### src/rtl/syn_pkg.sv
package syn_pkg;
    localparam int FREQ_W   = 15;
    localparam int FHI_W    = FREQ_W - 8;
    localparam int RATIO_W  = 4;
    localparam int TEST_W   = 3;
    localparam int CP_W     = 2;
    localparam int PORT_W   = 4;
    localparam int STRAP_W  = 2;
    localparam int ID_W     = 7 - STRAP_W;
    localparam logic [ID_W-1:0] DEV_ID = 5'b11000;

    typedef enum logic [2:0] {
        BS_IDLE, BS_RX, BS_PRE_ACK, BS_ACK, BS_TX, BS_TX_ACK, BS_TX_LOAD
    } bus_state_t;

    typedef struct packed {
        logic [TEST_W-1:0]  test;
        logic [RATIO_W-1:0] ratio;
        logic [CP_W-1:0]    cp;
        logic               ref_en;
        logic               ref_comp;
        logic [PORT_W-1:0]  ports;
    } ctrl_t;

    function automatic logic [7:0] status_byte(input logic lock, input logic por);
        return {5'b00000, lock, por, 1'b0};
    endfunction
endpackage

### src/rtl/i2c_line_cond.sv
module i2c_line_cond #(
    parameter int STAGES = 2
) (
    input  logic clk,
    input  logic rst,
    input  logic scl_i,
    input  logic sda_i,
    output logic scl_q,
    output logic sda_q,
    output logic scl_rise,
    output logic scl_fall,
    output logic start_det,
    output logic stop_det
);
    logic [STAGES-1:0] scl_sh, sda_sh;
    logic scl_d, sda_d;

    always_ff @(posedge clk) begin
        if (rst) begin
            scl_sh <= '1;
            sda_sh <= '1;
            scl_d  <= 1'b1;
            sda_d  <= 1'b1;
        end else begin
            scl_sh <= {scl_sh[STAGES-2:0], scl_i};
            sda_sh <= {sda_sh[STAGES-2:0], sda_i};
            scl_d  <= scl_sh[STAGES-1];
            sda_d  <= sda_sh[STAGES-1];
        end
    end

    assign scl_q     = scl_sh[STAGES-1];
    assign sda_q     = sda_sh[STAGES-1];
    assign scl_rise  = scl_q & ~scl_d;
    assign scl_fall  = ~scl_q & scl_d;
    assign start_det = scl_q & scl_d & sda_d & ~sda_q;
    assign stop_det  = scl_q & scl_d & ~sda_d & sda_q;
endmodule

### src/rtl/i2c_byte_fsm.sv
module i2c_byte_fsm
    import syn_pkg::*;
(
    input  logic               clk,
    input  logic               rst,
    input  logic               scl_q,
    input  logic               sda_q,
    input  logic               scl_rise,
    input  logic               scl_fall,
    input  logic               start_det,
    input  logic               stop_det,
    input  logic [STRAP_W-1:0] strap,
    input  logic [7:0]         tx_byte,
    output logic               sda_oe,
    output logic               byte_stb,
    output logic [7:0]         byte_data,
    output logic               addr_ok,
    output logic               addr_rd
);
    bus_state_t st;
    logic [2:0] cnt;
    logic [7:0] sh;
    logic       is_addr;
    logic       rd;
    logic [7:0] nxt;

    assign nxt = {sh[6:0], sda_q};

    always_ff @(posedge clk) begin
        if (rst) begin
            st       <= BS_IDLE;
            cnt      <= '0;
            sh       <= '0;
            is_addr  <= 1'b0;
            rd       <= 1'b0;
            byte_stb <= 1'b0;
            addr_ok  <= 1'b0;
            addr_rd  <= 1'b0;
        end else begin
            byte_stb <= 1'b0;
            addr_ok  <= 1'b0;
            addr_rd  <= 1'b0;
            if (start_det) begin
                st      <= BS_RX;
                cnt     <= '0;
                is_addr <= 1'b1;
            end else if (stop_det) begin
                st <= BS_IDLE;
            end else begin
                case (st)
                    BS_RX: if (scl_rise) begin
                        sh  <= nxt;
                        cnt <= cnt + 3'd1;
                        if (cnt == 3'd7) begin
                            if (is_addr) begin
                                if (nxt[7:1] == {DEV_ID, strap}) begin
                                    st      <= BS_PRE_ACK;
                                    rd      <= nxt[0];
                                    addr_ok <= 1'b1;
                                    addr_rd <= nxt[0];
                                end else begin
                                    st <= BS_IDLE;
                                end
                            end else begin
                                byte_stb <= 1'b1;
                                st       <= BS_PRE_ACK;
                            end
                        end
                    end
                    BS_PRE_ACK: if (scl_fall) st <= BS_ACK;
                    BS_ACK: if (scl_fall) begin
                        is_addr <= 1'b0;
                        cnt     <= '0;
                        if (rd) begin
                            st <= BS_TX;
                            sh <= tx_byte;
                        end else begin
                            st <= BS_RX;
                        end
                    end
                    BS_TX: if (scl_fall) begin
                        sh  <= {sh[6:0], 1'b0};
                        cnt <= cnt + 3'd1;
                        if (cnt == 3'd7) st <= BS_TX_ACK;
                    end
                    BS_TX_ACK: if (scl_rise) st <= sda_q ? BS_IDLE : BS_TX_LOAD;
                    BS_TX_LOAD: if (scl_fall) begin
                        st  <= BS_TX;
                        sh  <= tx_byte;
                        cnt <= '0;
                    end
                    default: st <= BS_IDLE;
                endcase
            end
        end
    end

    assign byte_data = sh;
    assign sda_oe    = (st == BS_ACK) | ((st == BS_TX) & ~sh[7]);

    p_sda_moves_scl_low_r2: assert property (@(posedge clk) disable iff (rst)
        $rose(sda_oe) |-> !scl_q);
    p_data_only_in_write_r3: assert property (@(posedge clk) disable iff (rst)
        byte_stb |-> !rd);
endmodule

### src/rtl/syn_reg_file.sv
module syn_reg_file
    import syn_pkg::*;
(
    input  logic              clk,
    input  logic              rst,
    input  logic              byte_stb,
    input  logic [7:0]        byte_data,
    input  logic              addr_ok,
    input  logic              addr_rd,
    input  logic              stop_det,
    input  logic              supply_drop,
    input  logic              lock,
    output logic [FREQ_W-1:0] freq,
    output ctrl_t             ctrl,
    output logic [7:0]        status
);
    logic             second;
    logic             kind;
    logic [FHI_W-1:0] hi_pend;
    logic             hi_valid;
    logic             rd_seen;
    logic             por;

    always_ff @(posedge clk) begin
        if (rst) begin
            freq          <= '0;
            ctrl          <= '0;
            ctrl.ref_en   <= 1'b1;
            ctrl.ref_comp <= 1'b1;
            second        <= 1'b0;
            kind          <= 1'b0;
            hi_pend       <= '0;
            hi_valid      <= 1'b0;
            rd_seen       <= 1'b0;
            por           <= 1'b1;
        end else begin
            if (addr_ok) second <= 1'b0;
            if (addr_rd) rd_seen <= 1'b1;
            if (byte_stb) begin
                if (!second) begin
                    second <= 1'b1;
                    kind   <= byte_data[7];
                    if (byte_data[7]) begin
                        ctrl.test  <= byte_data[6:4];
                        ctrl.ratio <= byte_data[3:0];
                    end else begin
                        hi_pend  <= byte_data[6:0];
                        hi_valid <= 1'b1;
                    end
                end else begin
                    second <= 1'b0;
                    if (kind) begin
                        ctrl.cp       <= byte_data[7:6];
                        ctrl.ref_en   <= byte_data[5];
                        ctrl.ref_comp <= byte_data[4];
                        ctrl.ports    <= byte_data[3:0];
                    end else begin
                        freq     <= {hi_pend, byte_data};
                        hi_valid <= 1'b0;
                    end
                end
            end
            if (stop_det) begin
                if (hi_valid) begin
                    freq     <= {hi_pend, freq[7:0]};
                    hi_valid <= 1'b0;
                end
                if (rd_seen) begin
                    por     <= 1'b0;
                    rd_seen <= 1'b0;
                end
            end
            if (supply_drop) por <= 1'b1;
        end
    end

    assign status = status_byte(lock, por);

    p_freq_moves_on_event_r5: assert property (@(posedge clk) disable iff (rst)
        !$stable(freq) |-> $past(byte_stb || stop_det));
    p_ctrl_moves_on_byte_r4: assert property (@(posedge clk) disable iff (rst)
        !$stable(ctrl) |-> $past(byte_stb));
    p_por_clears_at_stop_r10: assert property (@(posedge clk) disable iff (rst)
        $fell(por) |-> $past(stop_det));
endmodule

### src/rtl/syn_ctl_i2c.sv
module syn_ctl_i2c
    import syn_pkg::*;
#(
    parameter int SYNC_STAGES = 2
) (
    input  logic               clk,
    input  logic               rst,
    input  logic               scl_i,
    input  logic               sda_i,
    output logic               sda_oe,
    input  logic [STRAP_W-1:0] strap_addr,
    input  logic               lock_i,
    input  logic               supply_drop_i,
    output logic [FREQ_W-1:0]  freq_word,
    output logic [RATIO_W-1:0] ref_ratio,
    output logic [CP_W-1:0]    cp_code,
    output logic               refout_en,
    output logic               refout_sel,
    output logic [TEST_W-1:0]  test_ctl,
    output logic [PORT_W-1:0]  port_on
);
    logic scl_q, sda_q, scl_rise, scl_fall, start_det, stop_det;
    logic byte_stb, addr_ok, addr_rd;
    logic [7:0] byte_data, status;
    ctrl_t ctrl;

    i2c_line_cond #(.STAGES(SYNC_STAGES)) u_cond (
        .clk(clk), .rst(rst), .scl_i(scl_i), .sda_i(sda_i),
        .scl_q(scl_q), .sda_q(sda_q), .scl_rise(scl_rise), .scl_fall(scl_fall),
        .start_det(start_det), .stop_det(stop_det)
    );

    i2c_byte_fsm u_fsm (
        .clk(clk), .rst(rst), .scl_q(scl_q), .sda_q(sda_q),
        .scl_rise(scl_rise), .scl_fall(scl_fall),
        .start_det(start_det), .stop_det(stop_det),
        .strap(strap_addr), .tx_byte(status), .sda_oe(sda_oe),
        .byte_stb(byte_stb), .byte_data(byte_data),
        .addr_ok(addr_ok), .addr_rd(addr_rd)
    );

    syn_reg_file u_regs (
        .clk(clk), .rst(rst), .byte_stb(byte_stb), .byte_data(byte_data),
        .addr_ok(addr_ok), .addr_rd(addr_rd), .stop_det(stop_det),
        .supply_drop(supply_drop_i), .lock(lock_i),
        .freq(freq_word), .ctrl(ctrl), .status(status)
    );

    assign ref_ratio  = ctrl.ratio;
    assign cp_code    = ctrl.cp;
    assign refout_en  = ctrl.ref_en;
    assign refout_sel = ctrl.ref_comp;
    assign test_ctl   = ctrl.test;
    assign port_on    = ctrl.ports;

    p_no_drive_in_reset_r11: assert property (@(posedge clk)
        $past(rst) |-> !sda_oe);
endmodule

### config.mk
export PLATFORM = sky130hd
export DESIGN_NAME = syn_ctl_i2c
export DESIGN_NICKNAME = d
export VERILOG_FILES = /design/src/rtl/syn_pkg.sv /design/src/rtl/i2c_line_cond.sv /design/src/rtl/i2c_byte_fsm.sv /design/src/rtl/syn_reg_file.sv /design/src/rtl/syn_ctl_i2c.sv
export SDC_FILE = /design/constraint.sdc
export NUM_CORES = 1
export LEC_CHECK = 0
export BUFFER_PORTS_ARGS = -buffer_cell sky130_fd_sc_hd__buf_2
export CORE_MARGIN = 2
export CORE_UTILIZATION = 50
export DETAILED_ROUTE_END_ITERATION = 8
export GPL_TIMING_DRIVEN = 0
export HOLD_SLACK_MARGIN = 0.02
export MAX_ROUTING_LAYER = met4
export PLACE_DENSITY = 0.74
export REMOVE_ABC_BUFFERS = 1
export SETUP_SLACK_MARGIN = 0.05
export SYNTH_ARGS = -nofsm -noshare
export SYNTH_HDL_FRONTEND = slang
export SYNTH_SLANG_ARGS = --single-unit
### constraint.sdc
create_clock -name clk -period 1.4 [get_ports clk]
set_input_delay 0.14 -clock clk [delete_from_list [all_inputs] [get_ports clk]]
set_output_delay 0.14 -clock clk [all_outputs]
set_load 0.01 [all_outputs]
==> results.md <==
* Final min period at 1.625 ns
* Wire per inst at 16.25 um
* Post-Syn Area at 2874 um2
* FMAX at 615.5 MHz
* Ys Warns at 0
* Final hold vios at 0
* Post-route ant nets at 0
* Gpl congestion at 0.8494
* Setup crit start kind: flop
* Worst-path cell chain: ha_4 -> ha_4 -> nand3b_4 -> buf_6 -> nor4_4 -> mux2i_1 -> nor2_1
* Fin util at 71.25%
* CTS Buffer Depth at 2
* IO Pins at 39
* Final period utilization at 116.0%
* RSZ-0062 raised after global routing: true
* H-tree Lvls at 3
* Area Overhead vs Synth at 37.35%
* Vias in the first global route at 2351
* Critical hold path startpoint: lock_i
* Max-slew violation count at 0
* Grt met2 use at 39.50%
* Cell variety after synth at 50
* # nets final at 385
* First-pass GRT wire length at 11.53 mm
* Drt drc at 0
* Initial Util at 51.87%
* Final Setup Violations at 32
* Failing checks: setup timing
* Crit-path most repeated cell: ha_4
* First-pass DRT Iterations at 5
* DR iter-0 viols at 291
* Post-route cell area at 3948 um2
* Largest net degree at the start of global routing at 62
* Clock latency at the later pin of the worst-skew pair at 0.35 ns
* Clock Skew at 0.008346 ns
* Total CTS buffers at 9
* Most Used Layer, Global Route: met2
* Worst Tran Pin Value at 0.6507 ns
* Crit-path max FO at 3
* Required time of the critical path at 1.61 ns
* # diodes at 0
* Gr usage total at 24.26%
* Ratio of cells with drive above 1 in the final layout at 39.74%
* Sequential-to-total area share from yosys stat at 46.67%
* Min Hold Slack at 0.1943 ns
* Post-route setup slack at -0.2247 ns
* TritonCTS clock tree: done
* Most common flop cell mapped by yosys: dfxtp_1
* Peak VDD IR at 0.9297 mV
* EDFF count, synth at 0
* Clock root buffer: clkbuf_8
* Crit-path max cell delay at 0.35 ns
* Setup crit start: u_fsm.cnt[1]
* PortBufs at 38
* Status: finished with violations
* Met3 Use GR at 6.787%
* CTS Sinks at 67
* Met1 usage at 28.55%
* Via count at 2495
* Fraction of registers with async set/reset at 0%
* CTS clk-pin slew, worst paths at 0.07 ns
* Post-Syn Instances at 301
* CP endpoint kind: flop
* Hold depth at 3
* Avg Cell Area, Syn at 9.548 um2
* R2R cell count at 7
* Placed cell area at 3047 um2
* FF-to-FF setup slack at -0.22 ns
* CORE AREA at 5540 um2
* Grt ovf at 0
* Std cell rows at 27
* PD cells at 991.6 nW/um2
* #FFs+latches synth at 67
* Max_cap viols at 0
* Initial antenna violation count at 0
* Vert. Die Dim at 79.82 um
* Vias/cell at 5.520
* Leak Pwr at 0.001726 uW
* DP HPWL at 3.732 mm
* WS Path Type: reg2reg
* CP arrival at 1.84 ns
* Die X at 79.82 um
* Total wire length at 7.345 mm
* Reg-to-Reg End: u_fsm.rd
* HP Class: in2reg
* CP max stage cell: dfxtp_2
* Overall power at 3915 uW
* Full die area at 6370 um2
* R2R Path Start: u_fsm.cnt[1]
* Worst Hold End: u_fsm.byte_data[2]
* Slew headroom at 56.62%
## cell usage after synthesis (all sizes together), types with 3 or more instances
cell type,count,area (um2)
and3,5,31.28
nand2,24,95.09
xnor2,3,26.28
nand3b,5,50.05
dfxtp,67,1341
and2,9,56.30
inv,4,15.01
o211ai,3,22.52
clkbuf,9,33.78
nor2,51,193.9
nand2b,3,18.77
buf,10,73.81
mux2i,40,400.4
o21ai,10,57.56
or2,6,37.54
a211oi,3,32.53
nor2b,5,41.29
a21oi,17,107.6
## through the flow
stage | worst slack [ns] | std cells | setup TNS, ns
5_1_grt | -0.2885 | 452 | -4.151
4_1_cts | -0.2092 | 439 | -1.310
3_5_place_dp | -0.6704 | 392 | -13.66
6_report | -0.2247 | 452 | -2.354
3_3_place_gp | -0.6377 | 392 | -12.08
2_1_floorplan | -0.2891 | 282 | -4.169
## how the worst max path moves through the flow
stage,end,cells after the start
after global routing,u_fsm.rd,7
after detailed placement,u_regs.freq[4],5
after global placement,u_regs.freq[0],5
after floorplan,u_regs.freq[0],5
after CTS,u_fsm.rd,5
final,u_fsm.rd,7
## registers in the layout (all words and copies together) (netlist names), 2 cells and up
signal and cells:
u_cond.scl_sh 2, u_regs.ctrl 15, u_fsm.cnt 3, u_fsm.byte_data 8, u_regs.freq 15, u_fsm.st 3
u_cond.sda_sh 2, u_regs.hi_pend 7
## cell type report
class                           count  area, um2
Clock buffer                       12      155.1
Clock inverter                      4      72.57
Fill cell                         394       1593
Inverter                            4      15.01
Multi-Input combinational cell    211       1583
Sequential cell                    67       1385
Tap cell                           72      90.09
Timing Repair Buffer               82      646.9
## power breakdown
| part | internal, uW | total [uW] | switching, uW | leakage [uW] |
|---|---|---|---|---|
| sequential | 1900 | 1920 | 15.7 | 0.000549 |
| combinational | 77.3 | 169 | 91.5 | 0.00106 |
| clock | 1100 | 1830 | 729 | 0.000113 |
| total | 3080 | 3910 | 836 | 0.00173 |
## cells in the final DEF, fill, tap and decap left out, types with 3 or more instances in the layout
| cell | instances |
|---|---|
| dfxtp_4 | 9 |
| dlygate4sd3_1 | 3 |
| nor2_1 | 47 |
| buf_2 | 39 |
| buf_12 | 6 |
| o211ai_1 | 3 |
| nand3b_1 | 4 |
| clkbuf_8 | 11 |
| mux2i_2 | 3 |
| nand2_1 | 22 |
| nor2b_4 | 3 |
| nor2_4 | 4 |
| mux2i_1 | 37 |
| or2_2 | 6 |
| dfxtp_2 | 8 |
| o21ai_0 | 5 |
| and2_1 | 8 |
| inv_1 | 3 |
| a21oi_1 | 15 |
| buf_4 | 25 |
| and3_1 | 4 |
| o21ai_1 | 3 |
| dfxtp_1 | 50 |
| buf_6 | 7 |
## worst max-delay path: cells and delay by family, from the launching register on
family,cells,cell delay [ns]
mux,1,0.27
simple gates,3,0.45
fa+ha+maj,2,0.29
buf+inv,1,0.14
flops,1,0.35
## kinds of logic after synthesis
group	count (synthesis)	share of synthesized area, %
DFF	67	46.67
buffers and inverters	23	4.266
adders and majority gates	2	0.8706
muxes	40	13.93
xor gates and xnor gates	3	0.9144
AOI/OAI and AO/OA	44	10.67
and+or+nand+nor	122	22.68
## repair_timing
action | CTS | global route
cloned | 1 | 0
pin swaps | 25 | 14
endpoints found under the hold margin | 3 | 0
resized for setup | 58 | 13
buffers inserted | 28 | 15
hold buffers | 3 | 0
endpoints found under the setup margin | 52 | 44
## layer usage
metal | up-vias | routed length (um)
li1 | 1179 | -
met1 | 1184 | 3192
met2 | 104 | 3507
met3 | 28 | 370
met4 | 0 | 274
met5 | - | 0
No activity file was read; power rests on OpenSTA's default activity.
